$ cat src/rtl/sbs_pkg.sv
package sbs_pkg;
    localparam int DW   = 32;
    localparam int AW   = 2 * DW;
    localparam int NBE  = DW / 8;
    localparam int OFFW = $clog2(NBE);
    localparam int ECW  = 5;

    localparam logic [5:0]     OPC_SB   = 6'b110100;
    localparam logic [ECW-1:0] EC_TLB   = 5'b10010;
    localparam logic [ECW-1:0] EC_DSTOR = 5'b10000;

    // big-endian bit n maps to vector index DW-1-n
    localparam int IDX_REV = DW - 1 - 22;
    localparam int IDX_EXT = DW - 1 - 24;
    localparam logic [DW-1:0] RSV_MASK =
        ((DW'(1) << (DW - 21)) - DW'(1)) & ~(DW'(1) << IDX_REV) & ~(DW'(1) << IDX_EXT);

    typedef struct packed {
        logic            wr_en;
        logic [AW-1:0]   addr;
        logic [DW-1:0]   data;
        logic [NBE-1:0]  be;
        logic            exc_valid;
        logic [ECW-1:0]  ec;
        logic            s;
        logic            diz;
        logic            um;
        logic            vm;
        logic            ums;
        logic            vms;
    } stage_t;
endpackage

$ cat src/rtl/sbs_decode.sv
module sbs_decode
    import sbs_pkg::*;
(
    input  logic [DW-1:0]   instr,
    input  logic [DW-1:0]   op_a,
    input  logic [DW-1:0]   op_b,
    output logic            hit,
    output logic            rev,
    output logic [AW-1:0]   addr,
    output logic [OFFW-1:0] off
);
    logic [DW-1:0] sum;
    logic          ext;

    assign sum  = op_a + op_b;
    assign ext  = instr[IDX_EXT];
    assign rev  = instr[IDX_REV];
    assign hit  = (instr[DW-1 -: 6] == OPC_SB) && ((instr & RSV_MASK) == '0);
    assign addr = ext ? {op_a, op_b} : {{DW{1'b0}}, sum};
    assign off  = addr[OFFW-1:0];
endmodule

$ cat src/rtl/sbs_lane.sv
module sbs_lane
    import sbs_pkg::*;
(
    input  logic [DW-1:0]   din,
    input  logic [OFFW-1:0] off,
    input  logic            little,
    output logic [DW-1:0]   data,
    output logic [NBE-1:0]  be
);
    logic [OFFW-1:0] lane;

    assign lane = little ? off : (OFFW'(NBE - 1) - off);

    for (genvar g = 0; g < NBE; g++) begin : g_lane
        assign data[g*8 +: 8] = din[7:0];
        assign be[g]          = (lane == OFFW'(g));
    end
endmodule

$ cat src/rtl/sbs_excp.sv
module sbs_excp
    import sbs_pkg::*;
(
    input  logic           vm,
    input  logic           um,
    input  logic           miss,
    input  logic           noacc,
    input  logic           ro,
    output logic           exc,
    output logic [ECW-1:0] ec,
    output logic           diz_set
);
    logic tlb_hit;
    logic prot_hit;

    assign tlb_hit  = vm & miss;
    assign prot_hit = vm & ~miss & (ro | (noacc & um));
    assign exc      = tlb_hit | prot_hit;
    assign ec       = tlb_hit ? EC_TLB : EC_DSTOR;
    assign diz_set  = prot_hit;
endmodule

$ cat src/rtl/sbyte_store_unit.sv
module sbyte_store_unit
    import sbs_pkg::*;
#(
    parameter bit AREA_OPT = 1'b0
) (
    input  logic           clk,
    input  logic           rst_n,
    input  logic           issue_valid,
    input  logic [31:0]    instr,
    input  logic [31:0]    op_d,
    input  logic [31:0]    op_a,
    input  logic [31:0]    op_b,
    input  logic           msr_um_i,
    input  logic           msr_vm_i,
    input  logic           msr_ums_i,
    input  logic           msr_vms_i,
    input  logic           msr_le_i,
    input  logic           tlb_miss_i,
    input  logic           prot_noacc_i,
    input  logic           prot_ro_i,
    output logic           wr_en_o,
    output logic [63:0]    wr_addr_o,
    output logic [31:0]    wr_data_o,
    output logic [3:0]     wr_be_o,
    output logic           exc_valid_o,
    output logic [4:0]     esr_ec_o,
    output logic           esr_s_o,
    output logic           esr_diz_o,
    output logic           msr_um_o,
    output logic           msr_vm_o,
    output logic           msr_ums_o,
    output logic           msr_vms_o
);
    logic            dec_hit;
    logic            dec_rev;
    logic [AW-1:0]   dec_addr;
    logic [OFFW-1:0] dec_off;
    logic [DW-1:0]   lane_data;
    logic [NBE-1:0]  lane_be;
    logic            x_exc;
    logic [ECW-1:0]  x_ec;
    logic            x_diz;

    stage_t st_d;
    stage_t st_q;
    stage_t out_s;

    sbs_decode u_decode (
        .instr (instr),
        .op_a  (op_a),
        .op_b  (op_b),
        .hit   (dec_hit),
        .rev   (dec_rev),
        .addr  (dec_addr),
        .off   (dec_off)
    );

    sbs_lane u_lane (
        .din    (op_d),
        .off    (dec_off),
        .little (msr_le_i ^ dec_rev),
        .data   (lane_data),
        .be     (lane_be)
    );

    sbs_excp u_excp (
        .vm      (msr_vm_i),
        .um      (msr_um_i),
        .miss    (tlb_miss_i),
        .noacc   (prot_noacc_i),
        .ro      (prot_ro_i),
        .exc     (x_exc),
        .ec      (x_ec),
        .diz_set (x_diz)
    );

    always_comb begin
        st_d     = '0;
        st_d.ec  = st_q.ec;
        st_d.s   = st_q.s;
        st_d.diz = st_q.diz;
        st_d.um  = msr_um_i;
        st_d.vm  = msr_vm_i;
        st_d.ums = msr_ums_i;
        st_d.vms = msr_vms_i;
        if (issue_valid && dec_hit) begin
            if (x_exc) begin
                st_d.exc_valid = 1'b1;
                st_d.ec        = x_ec;
                st_d.s         = 1'b1;
                if (x_diz) begin
                    st_d.diz = 1'b1;
                end
                st_d.ums = msr_um_i;
                st_d.vms = msr_vm_i;
                st_d.um  = 1'b0;
                st_d.vm  = 1'b0;
            end else begin
                st_d.wr_en = 1'b1;
                st_d.addr  = dec_addr;
                st_d.data  = lane_data;
                st_d.be    = lane_be;
            end
        end
    end

    always_ff @(posedge clk) begin
        if (!rst_n) begin
            st_q <= '0;
        end else begin
            st_q <= st_d;
        end
    end

    if (AREA_OPT) begin : g_area
        stage_t out_q;
        always_ff @(posedge clk) begin
            if (!rst_n) begin
                out_q <= '0;
            end else begin
                out_q <= st_q;
            end
        end
        assign out_s = out_q;
    end else begin : g_fast
        assign out_s = st_q;
    end

    assign wr_en_o     = out_s.wr_en;
    assign wr_addr_o   = out_s.addr;
    assign wr_data_o   = out_s.data;
    assign wr_be_o     = out_s.be;
    assign exc_valid_o = out_s.exc_valid;
    assign esr_ec_o    = out_s.ec;
    assign esr_s_o     = out_s.s;
    assign esr_diz_o   = out_s.diz;
    assign msr_um_o    = out_s.um;
    assign msr_vm_o    = out_s.vm;
    assign msr_ums_o   = out_s.ums;
    assign msr_vms_o   = out_s.vms;

    AST_WR_EXC_EXCL: assert property (@(posedge clk) disable iff (!rst_n)
        !(wr_en_o && exc_valid_o));
    AST_BE_ONEHOT: assert property (@(posedge clk) disable iff (!rst_n)
        wr_en_o |-> ($countones(wr_be_o) == 1));
    AST_DATA_REPL: assert property (@(posedge clk) disable iff (!rst_n)
        wr_en_o |-> (wr_data_o == {NBE{wr_data_o[7:0]}}));
    AST_EXC_CLEARS_MODE: assert property (@(posedge clk) disable iff (!rst_n)
        exc_valid_o |-> (!msr_um_o && !msr_vm_o && esr_s_o));
    AST_ESR_HOLD: assert property (@(posedge clk) disable iff (!rst_n)
        !exc_valid_o |-> ($stable(esr_ec_o) && $stable(esr_s_o) && $stable(esr_diz_o)));
    AST_EXC_NEEDS_VM: assert property (@(posedge clk) disable iff (!rst_n)
        st_q.exc_valid |-> $past(msr_vm_i && issue_valid));
endmodule

$ cat config.mk
export PLATFORM = sky130hd
export DESIGN_NAME = sbyte_store_unit
export DESIGN_NICKNAME = d
export VERILOG_FILES = /design/src/rtl/sbs_pkg.sv /design/src/rtl/sbs_decode.sv /design/src/rtl/sbs_lane.sv /design/src/rtl/sbs_excp.sv /design/src/rtl/sbyte_store_unit.sv
export SDC_FILE = /design/constraint.sdc
export NUM_CORES = 1
export LEC_CHECK = 0
export BUFFER_PORTS_ARGS = -buffer_cell sky130_fd_sc_hd__buf_2
export CORE_MARGIN = 5
export CORE_UTILIZATION = 48
export DETAILED_ROUTE_END_ITERATION = 16
export GPL_TIMING_DRIVEN = 0
export PLACE_DENSITY_LB_ADDON = 0.08
export SLEW_MARGIN = 20
export SYNTH_ARGS = -nofsm -noshare
export SYNTH_HDL_FRONTEND = slang
export SYNTH_SLANG_ARGS = --single-unit
$ cat constraint.sdc
create_clock -name clk -period 6.1 [get_ports clk]
set_clock_uncertainty 0.2 [all_clocks]
set_input_delay 1.83 -clock clk [delete_from_list [all_inputs] [get_ports clk]]
set_output_delay 1.83 -clock clk [all_outputs]
set_load 0.05 [all_outputs]
==> out/metrics.cfg, run 1 <==
[floorplanning]
floorplan.initialDensity_pct = 48.6
die_width_um = 106
core_um2 = 9110
dieHeight_um = 106
rows = 35
die-area_um2 = 11200
pin_count = 252

[detailed_routing]
routed.top_layer = met4
wl_met1_um = 5500
via_per_inst = 5.10
drt_iter0_drc = 156
wl_um = 12700
ant_nets = 0
dr_wl_met2_um = 6110
dr.pass1.iters = 4
num_vias = 4241
wl_met3_um = 929
drc_errors = 0
routedWlPerCell_um = 15.3

[yosys]
yosys.cell_count.top_type = dfxtp_1
synth_area_leader_cell = dfxtp_1
synth_top_family_by_area = simple AND/OR/NAND/NOR gates
synth_seq_area_share_pct = 38.5
synth_seq_cells = 85
syn_inst = 493
synthAdderAreaFrac_pct = 9.22
synth-edff-count = 0
synth_ff_type = dfxtp_1
ys_top_cells_by_count = dfxtp_1 (85), nor2_1 (63), a21oi_1 (44)
syn_area_um2 = 4420
synth_area_leaders = dfxtp_1 (38%), ha_1 (8.8%), nor2_1 (5.3%), and3_1 (5.1%), a21oi_1 (5.0%)
synth-compound-area-share_pct = 18.5
ys_types = 56
synth.avg_cell_area_um2 = 8.97
yosys.area_share.xor_xnor_pct = 6.34
synth-simple-area-share_pct = 19.0
synthMuxAreaShare_pct = 1.58
yosysTopAreaCellShare_pct = 38.5
synthArstFlopShare_pct = 0
synth_warnings = 0

[power_and_ir_drop]
intPower_w = 0.000888
ir_worst_vdd_mv = 0.123
netSwitchingPower_w = 0.000364
leakagePower_nw = 3.17
pwr-share-comb_pct = 21.8
p_per_area_nw_per_um2 = 215
p_seq_share_pct = 44.4
p_clk_share_pct = 33.8
swShare_pct = 29.1

[worst_setup_path]
critical_path_class = input port to flop
crit_path_end_kind = flop
r2r_cells = 3
r2r_slack_ns = 5.20
cp.required_ns = 6.19
crit_arrival_ns = 4.61
timing.rr.end = esr_ec_o[1]$_SDFFE_PN0P_
path_max_fanout = 5
cp-startpoint = op_a[1]
r2r_start = esr_ec_o[1]$_SDFFE_PN0P_
critPathLaunchType = input port

[finish]
final_layout_size_suffix_gt1_share_pct = 36.9
fillers = 825
antenna_cells = 0
register_area_um2 = 1700
syn_to_final_growth_pct = 31.7
final_nets = 886
multi_input_area_um2 = 2420

[clock_network]
cts_tree = built
clock_latency_ns = 0.36
htreeDepth = 3
post_cts_resized = 0
clock_path_buffers = 2
cts_made_buffers = 9
ctsHoldBuffers = 0
clk_pin_slew_ns = 0.09
cts_root_buffer = clkbuf_8
clock-sinks = 85
post_cts_buffers = 0

[timing]
worst_pin_slew_ns = 0.622
slew_headroom_pct = 58.5
max_freq_mhz = 221
fin_crit_ns = 4.52
worst_slack_ns = 1.58
whs_ns = 0.267
timing.final.hold_violations = 0
fin_crit_sh_pct = 74.1
rsz0062_at_grt = false
setup_viol = 0
timing.final.max_slew_violations = 0
tns_ns = 0

[global_routing]
grt_overflow = 0
grt_pass1_vias = 4105
antenna_found_initial = 0
grt_max_degree = 15
grt_pass1_wl_um = 20200
grt_usage_pct = 22.1

[worst_hold_path]
hold_class = flop to flop
worstHoldPathCells = 1
hp-start = esr_diz_o$_SDFFE_PN0P_
hold_path_end = esr_diz_o$_SDFFE_PN0P_

[placement]
dp_slack_ns = 1.24
port-buffer-count = 209
dp_hpwl_um = 10200
gp_congestion = 0.811

[job]
cap_violations = 0

[run_status]
status = finished, final reports clean

-- critical path, cell delays in order --
cell      delay, ns
buf_2          0.12
ha_1           0.32
a211oi_2       0.31
nor3_2         0.10
nor4_2         0.39
o31ai_4        0.16
a31oi_2        0.29
a31oi_4        0.17
a41o_1         0.29
xnor2_1        0.15
or3_1          0.31
a21oi_1        0.17
-- layout by cell type, fill, tap and decap left out, drive strengths merged, types with 7 or more instances in the layout --
cell type	netlist	routed
nor2b	7	7
xor2	13	13
xnor2	19	19
o21ai	15	15
o21a	8	8
a21o	21	21
and3	36	36
nor2	63	63
nand2	11	11
mux2i	7	7
clkbuf	18	29
dfxtp	85	85
and2	12	12
ha	31	31
buf	29	238
a21oi	45	45
nor3	8	8
-- cell families after synthesis --
group                    count (synthesis)
XOR/XNOR                                32
AO/OA/AOI/OAI                          121
AND/OR/NAND/NOR                        162
adder cells (fa/ha/maj)                 32
buffers and inverters                   53
multiplexers                             7
flip-flops                              85
other                                    1
-- per-stage QoR --
step | total power (W) | instances | util (%) | cell area (um^2)
finish | 0.00125 | 831 | 64.0 | 5830
global route | 0.00131 | 831 | 64.0 | 5830
CTS | 0.00126 | 831 | 64.0 | 5830
detailed placement | 0.000838 | 815 | 61.6 | 5620
global placement | 0.000834 | 815 | 61.6 | 5620
floorplan | 0.000763 | 495 | - | 4430
-- per-layer routing --
layer / global-route usage (%) / vias to the layer above
met4: 5.37 / 0
met2: 38.3 / 155
met5: 0 / -
li1: - / 2153
met3: 5.89 / 14
met1: 27.4 / 1919
-- worst max-delay path by stage --
stage	slack, ns	endpoint
finish	1.58	wr_addr_o[31]$_SDFF_PP0_
global route	1.37	wr_addr_o[24]$_SDFF_PP0_
CTS	1.61	wr_addr_o[31]$_SDFF_PP0_
detailed placement	1.24	wr_addr_o[31]$_SDFF_PP0_
global placement	1.28	wr_addr_o[31]$_SDFF_PP0_
floorplan	1.71	wr_addr_o[31]$_SDFF_PP0_
-- sequential cells by signal (all words and copies together) (netlist names) --
signal and cells:
wr_addr_o 64, msr_vm_o 1, msr_ums_o 1, esr_diz_o 1
esr_ec_o 2, exc_valid_o 1, msr_vms_o 1, wr_en_o 1
wr_data_o 8, wr_be_o 4, msr_um_o 1
-- power by group through the flow --
stage	clock, W	sequential [W]	combinational, W
6_report	0.000424	0.000556	0.000273
3_3_place_gp	0	0.000569	0.000265
5_1_grt	0.000455	0.000556	0.000303
3_5_place_dp	0	0.000569	0.000269
2_1_floorplan	0	0.000574	0.000188
4_1_cts	0.000433	0.000556	0.000271
-- cell type report --
class / instances / share of cell area [%]
flip-flops and latches: 85 / 29.2
well taps: 111 / 2.38
clock buffers: 11 / 2.60
multi-input cells: 357 / 41.6
inverters: 6 / 0.387
repair buffers: 209 / 18.0
clock inverters: 5 / 1.01
plain buffers: 47 / 4.83
(Power assumes the default switching activity.)
==> run 2: changes to the inputs <==
--- a/config.mk
+++ b/config.mk
@@ -7,7 +7,7 @@
 export LEC_CHECK = 0
 export BUFFER_PORTS_ARGS = -buffer_cell sky130_fd_sc_hd__buf_2
 export CORE_MARGIN = 5
-export CORE_UTILIZATION = 48
+export CORE_UTILIZATION = 40
 export DETAILED_ROUTE_END_ITERATION = 16
 export GPL_TIMING_DRIVEN = 0
 export PLACE_DENSITY_LB_ADDON = 0.08
==> constraint.sdc (replaced) <==
create_clock -name clk -period 3.82 [get_ports clk]
set_clock_uncertainty 0.2 [all_clocks]
set_input_delay 1.146 -clock clk [delete_from_list [all_inputs] [get_ports clk]]
set_output_delay 1.146 -clock clk [all_outputs]
set_load 0.05 [all_outputs]
==> run 2 against run 1 <==
Net effect: design area is 1.0% higher; combinational power rose by 62%; clock-buffer cell count fell by 1; core utilization down 9.7 points; wire length rose by 1.2%; worst hold slack gained 0.0068 ns; sequential power is 60% higher; die area increased by 18%; sequential cell count unchanged; global-route usage fell by 2.8 points; non-clock buffer count unchanged; power is 58% higher; critical path type unchanged; highest routed layer unchanged.
==> out/metrics.cfg, run 2 (synthesis gave the netlist of run 1 again) <==
[power_and_ir_drop]
leakagePower_nw = 3.18
swShare_pct = 29.5
p_clk_share_pct = 32.7
intPower_w = 0.00139
p_per_area_nw_per_um2 = 336
ir_worst_vdd_mv = 0.208
p_seq_share_pct = 45.0
netSwitchingPower_w = 0.000582
p_total_w = 0.00197
pwr-share-comb_pct = 22.4

[timing]
worst_slack_ns = 0.142
fin_crit_sh_pct = 96.3
fin_crit_ns = 3.68
max_freq_mhz = 272
slew_headroom_pct = 56.8
rsz0062_at_grt = false
timing.final.max_slew_violations = 0
worst_pin_slew_ns = 0.647
timing.final.hold_violations = 0
setup_viol = 0

[detailed_routing]
routedWlPerCell_um = 15.0
dr.pass1.iters = 4
via_per_inst = 4.86
wl_um = 12900
ant_nets = 0
drc_errors = 0
num_vias = 4180
drt_iter0_drc = 108

[worst_setup_path]
critPathLaunchType = input port
critical_path_class = input port to flop
crit_path_end_kind = flop
crit_arrival_ns = 3.73
path_max_fanout = 5
max_stage_delay_ns = 0.30
slowest_stage = a31o_2
r2r_cells = 3
cp_cell_sequence = buf_2 > ha_1 > inv_1 > fa_1 > nor2b_2 > o31a_1 > o31a_1 > nor2_1 > a21oi_2 > a31o_2 > a21o_1 > a21oi_2 > xnor2_1 > a22o_1
cp.required_ns = 3.88

[clock_network]
cts_tree = built
ctsHoldBuffers = 0
cts_root_buffer = clkbuf_8
clock_latency_ns = 0.35
clock-sinks = 85
cts_made_buffers = 9
htreeDepth = 3
clk_pin_slew_ns = 0.09
post_cts_buffers = 0
clock_path_buffers = 2

[placement]
dp_slack_ns = -0.361
dp_hpwl_um = 10500
dp_cells = 844
gp_congestion = 0.844
port-buffer-count = 209

[floorplanning]
floorplan.initialDensity_pct = 40.8
dieHeight_um = 115
die_width_um = 115
die-area_um2 = 13300
rows = 38
pin_count = 252
core_um2 = 10800

[worst_hold_path]
worstHoldPathCells = 1
hold_class = flop to flop

[global_routing]
grt_overflow = 0
antenna_found_initial = 0
grt_max_degree = 16
grt_pass1_wl_um = 20400
grt_usage_pct = 19.4
grt_pass1_vias = 4165

[finish]
final_nets = 886
syn_to_final_growth_pct = 33.0
layout_common_cells = buf_2 (209), dfxtp_1 (85), nor2_1 (63)
fillers = 1041
final_layout_size_suffix_gt1_share_pct = 37.4
mostFrequentLayoutCell = buf_2
final_util_pct = 54.3
final-instance-count-excl-fill = 860
antenna_cells = 0
largest_register_ffs = 64

[job]
cap_violations = 0

[run_status]
status = finished, final reports clean

[run 2: power groups by stage]
stage / logic, W / registers [W] / clock network, W
finish: 0.000442 / 0.000888 / 0.000645
global route: 0.000496 / 0.000888 / 0.000710
CTS: 0.000435 / 0.000888 / 0.000663
detailed placement: 0.000432 / 0.000909 / 0
global placement: 0.000427 / 0.000909 / 0
floorplan: 0.000301 / 0.000917 / 0
[run 2: path summary, 6_finish.rpt]
| kind | slack, ns | start | end |
|---|---|---|---|
| setup / recovery | 0.14 | op_a[0] | wr_addr_o[18]$_SDFF_PP0_ |
| hold / removal | 0.27 | esr_diz_o$_SDFFE_PN0P_ | esr_diz_o$_SDFFE_PN0P_ |
| hold reg to reg | 0.27 | esr_diz_o$_SDFFE_PN0P_ | esr_diz_o$_SDFFE_PN0P_ |
| setup reg to reg | 2.91 | esr_ec_o[1]$_SDFFE_PN0P_ | esr_ec_o[1]$_SDFFE_PN0P_ |
[run 2: metal layers]
| metal | GRT usage, % | up-vias | share of wire, % |
|---|---|---|---|
| li1 | - | 2151 | - |
| met4 | 6.81 | 0 | 2.0 |
| met1 | 24.2 | 1865 | 45 |
| met5 | 0 | - | 0 |
| met2 | 32.4 | 147 | 45 |
| met3 | 4.95 | 17 | 7.9 |
[run 2: what timing repair did]
item | 4_1_cts | 5_1_grt
resized for setup | 0 | 7
endpoints found under the setup margin | 0 | 6
endpoints found under the hold margin | 0 | 0
[run 2: stage by stage]
| step | setup TNS (ns) | cell area [um^2] | hold WS [ns] |
|---|---|---|---|
| floorplan | 0 | 4430 | 0.545 |
| global placement | -2.06 | 5650 | 0.246 |
| detailed placement | -2.21 | 5650 | 0.259 |
| CTS | 0 | 5850 | 0.280 |
| global route | 0 | 5880 | 0.319 |
| finish | 0 | 5880 | 0.274 |
[run 2: layout make-up]
| class | instances | area [um^2] | area share, % |
|---|---|---|---|
| Tap cell | 140 | 175 | 2.98 |
| Timing Repair Buffer | 209 | 1050 | 17.8 |
| Multi-Input combinational cell | 357 | 2460 | 41.8 |
| Sequential cell | 85 | 1700 | 28.9 |
| Buffer | 47 | 282 | 4.78 |
| Clock buffer | 10 | 128 | 2.17 |
| Inverter | 6 | 22.5 | 0.383 |
| Clock inverter | 6 | 70.1 | 1.19 |
[run 2: worst max-delay path, delay by kind of cell]
kind            cells  cell delay, ns
compound gates      7            1.53
xor+xnor            1            0.07
fa+ha+maj           2            0.45
buf+inv             2            0.18
simple gates        2            0.35
==> run 3: changes to the inputs <==
--- a/config.mk
+++ b/config.mk
@@ -7,11 +7,12 @@
 export LEC_CHECK = 0
 export BUFFER_PORTS_ARGS = -buffer_cell sky130_fd_sc_hd__buf_2
 export CORE_MARGIN = 5
-export CORE_UTILIZATION = 40
+export CORE_UTILIZATION = 44
 export DETAILED_ROUTE_END_ITERATION = 16
 export GPL_TIMING_DRIVEN = 0
 export PLACE_DENSITY_LB_ADDON = 0.08
 export SLEW_MARGIN = 20
 export SYNTH_ARGS = -nofsm -noshare
 export SYNTH_HDL_FRONTEND = slang
+export SYNTH_HIERARCHICAL = 1
 export SYNTH_SLANG_ARGS = --single-unit
==> run 3 against run 2 <==
Net effect: sequential power grew 33%; global-route usage shrank 0.27 points; clock-buffer cell count grew 7; via count grew 24%; sequential share of layout area grew 0.59 points; worst setup slack lost 0.030 ns; non-clock buffer count grew 18; core utilization grew 4.1 points; worst hold slack lost 0.014 ns; sequential cell count grew 28; critical endpoint is now wr_addr_o[30]$_SDFF_PP0_.
==> out/metrics.cfg, run 3 <==
[floorplanning]
die_width_um = 125
die-area_um2 = 15700
core_um2 = 13100
pin_count = 252
dieHeight_um = 125
floorplan.initialDensity_pct = 44.5
rows = 42

[yosys]
synthAdderAreaFrac_pct = 6.98
synth_warnings = 6
synth_area_leader_cell = dfxtp_1
synth-simple-area-share_pct = 24.8
ys_top_cells_by_count = and2_1 (134), dfxtp_1 (113), nand2_1 (63)
synth.avg_cell_area_um2 = 8.80
synth-compound-area-share_pct = 14.7
synth_top_family_by_area = simple AND/OR/NAND/NOR gates
syn_area_um2 = 5840
synth_seq_cells = 113
syn_inst = 664
ys_types = 61
yosys.cell_count.top_type = and2_1
yosysTopAreaCellShare_pct = 38.7
synthMuxAreaShare_pct = 2.68
yosys.area_share.xor_xnor_pct = 4.05
synth_ff_type = dfxtp_1
synth_seq_area_share_pct = 38.7
synth-edff-count = 0
synthArstFlopShare_pct = 0
synth_area_leaders = dfxtp_1 (39%), and2_1 (14%), ha_1 (6.6%), buf_4 (5.3%), nand2_1 (4.0%)

[timing]
whs_ns = 0.260
worst_slack_ns = 0.112
setup_viol = 0
timing.final.max_slew_violations = 0
fin_crit_ns = 3.71
max_freq_mhz = 270
slew_headroom_pct = 55.9
rsz0062_at_grt = true
timing.final.hold_violations = 0
fin_crit_sh_pct = 97.1
worst_pin_slew_ns = 0.662

[power_and_ir_drop]
p_total_w = 0.00314
p_per_area_nw_per_um2 = 410
ir_worst_vdd_mv = 0.269
leakagePower_nw = 3.84

[clock_network]
htreeDepth = 4
cts_root_buffer = clkbuf_16
clock_latency_ns = 0.40
cts_tree = built
clock_path_buffers = 2
clk_pin_slew_ns = 0.05
ctsHoldBuffers = 0
cts_made_buffers = 17
clock-sinks = 113

[global_routing]
grt_max_degree = 17
grt-busiest-layer = met2
grt_usage_pct = 19.1
grt_use_met2_pct = 33.1
met1_usage_pct = 21.7
grt_pass1_vias = 5169
grtUsageMet3_pct = 6.95
antenna_found_initial = 2
grt_overflow = 0
grt_pass1_wl_um = 24400

[detailed_routing]
num_vias = 5200
drc_errors = 0
via_per_inst = 4.82
dr.pass1.iters = 4
routedWlPerCell_um = 14.2
wl_um = 15300
ant_nets = 0
drt_iter0_drc = 163

[placement]
gp_congestion = 0.880
port-buffer-count = 203
dp_slack_ns = -0.324
dp_hpwl_um = 12000

[finish]
final_util_pct = 58.4
mostFrequentLayoutCell = buf_2
final_layout_size_suffix_gt1_share_pct = 33.9
layout_common_cells = buf_2 (206), and2_1 (134), dfxtp_1 (113)
largest_register_ffs = 64
final_nets = 1059
syn_to_final_growth_pct = 31.2

[worst_setup_path]
path_max_fanout = 5
cp.required_ns = 3.92
critical_path_class = input port to flop
crit_path_end_kind = flop
critPathLaunchType = input port
r2r_start = esr_ec_o[0]$_SDFFE_PN0P_
cp-startpoint = op_a[0]
crit_arrival_ns = 3.81

[job]
cap_violations = 0

[worst_hold_path]
hold_class = flop to flop
hp-start = esr_ec_o[3]$_SDFFE_PN0P_

[run_status]
status = finished, final reports clean

-- run 3: final timing paths --
kind / end / slack, ns / cells after the start
worst max-delay path: wr_addr_o[30]$_SDFF_PP0_ / 0.11 / 12
worst min register to register: esr_ec_o[3]$_SDFFE_PN0P_ / 0.26 / 2
worst min-delay path: esr_ec_o[3]$_SDFFE_PN0P_ / 0.26 / 2
worst max register to register: esr_ec_o[0]$_SDFFE_PN0P_ / 3.01 / 2
-- run 3: per-layer routing --
metal	part of all wire, %	wire (um)	vias up
li1	-	-	2656
met1	42	6450	2352
met2	49	7530	168
met5	0	0	-
met4	2.0	310	0
met3	6.8	1050	24
-- run 3: timing repair --
action,4_1_cts,5_1_grt
setup buffers,0,0
setup endpoints to repair,0,2
gates resized for setup,0,2
-- run 3: final cells by class --
class / instances / area (um^2)
multi-input combinational: 474 / 3140
fill: 1247 / 5470
inverter: 8 / 30.0
buffer: 71 / 435
tap: 176 / 220
clock inverter: 15 / 134
clock buffer: 17 / 425
sequential: 113 / 2260
timing repair buffer: 203 / 1020
antenna: 2 / 5.00
-- run 3: worst max-delay path, stage by stage --
cell	delay (ns)
buf_2	0.11
ha_1	0.24
fa_1	0.42
a21o_1	0.24
a221oi_4	0.35
a311o_2	0.29
o21ai_2	0.12
o41ai_4	0.35
o21ai_0	0.20
nand2_1	0.10
o211ai_1	0.09
and2_1	0.15
-- run 3: where the power goes --
group / internal (W) / switching, W / total [W] / leakage [nW]
Combinational: 0.000230 / 0.000260 / 0.000490 / 2.67
Clock: 0.000896 / 0.000577 / 0.00147 / 0.258
Sequential: 0.00118 / 0.000000357 / 0.00118 / 0.911
Total: 0.00231 / 0.000837 / 0.00314 / 3.84
-- run 3: stage by stage --
stage,cells,setup TNS (ns),area [um^2]
after CTS,1077,0,7640
after floorplan,666,0,5850
after detailed placement,1045,-1.53,7090
after global placement,1045,-1.41,7090
final,1079,0,7670
after global routing,1079,-0.00102,7670
-- run 3: cells by family after synthesis --
| family | Yosys count |
|---|---|
| AND/OR/NAND/NOR | 263 |
| AO/OA/AOI/OAI | 133 |
| flip-flops | 113 |
| buffers and inverters | 79 |
| adder cells (fa/ha/maj) | 32 |
| XOR/XNOR | 27 |
| multiplexers | 15 |
| other | 2 |
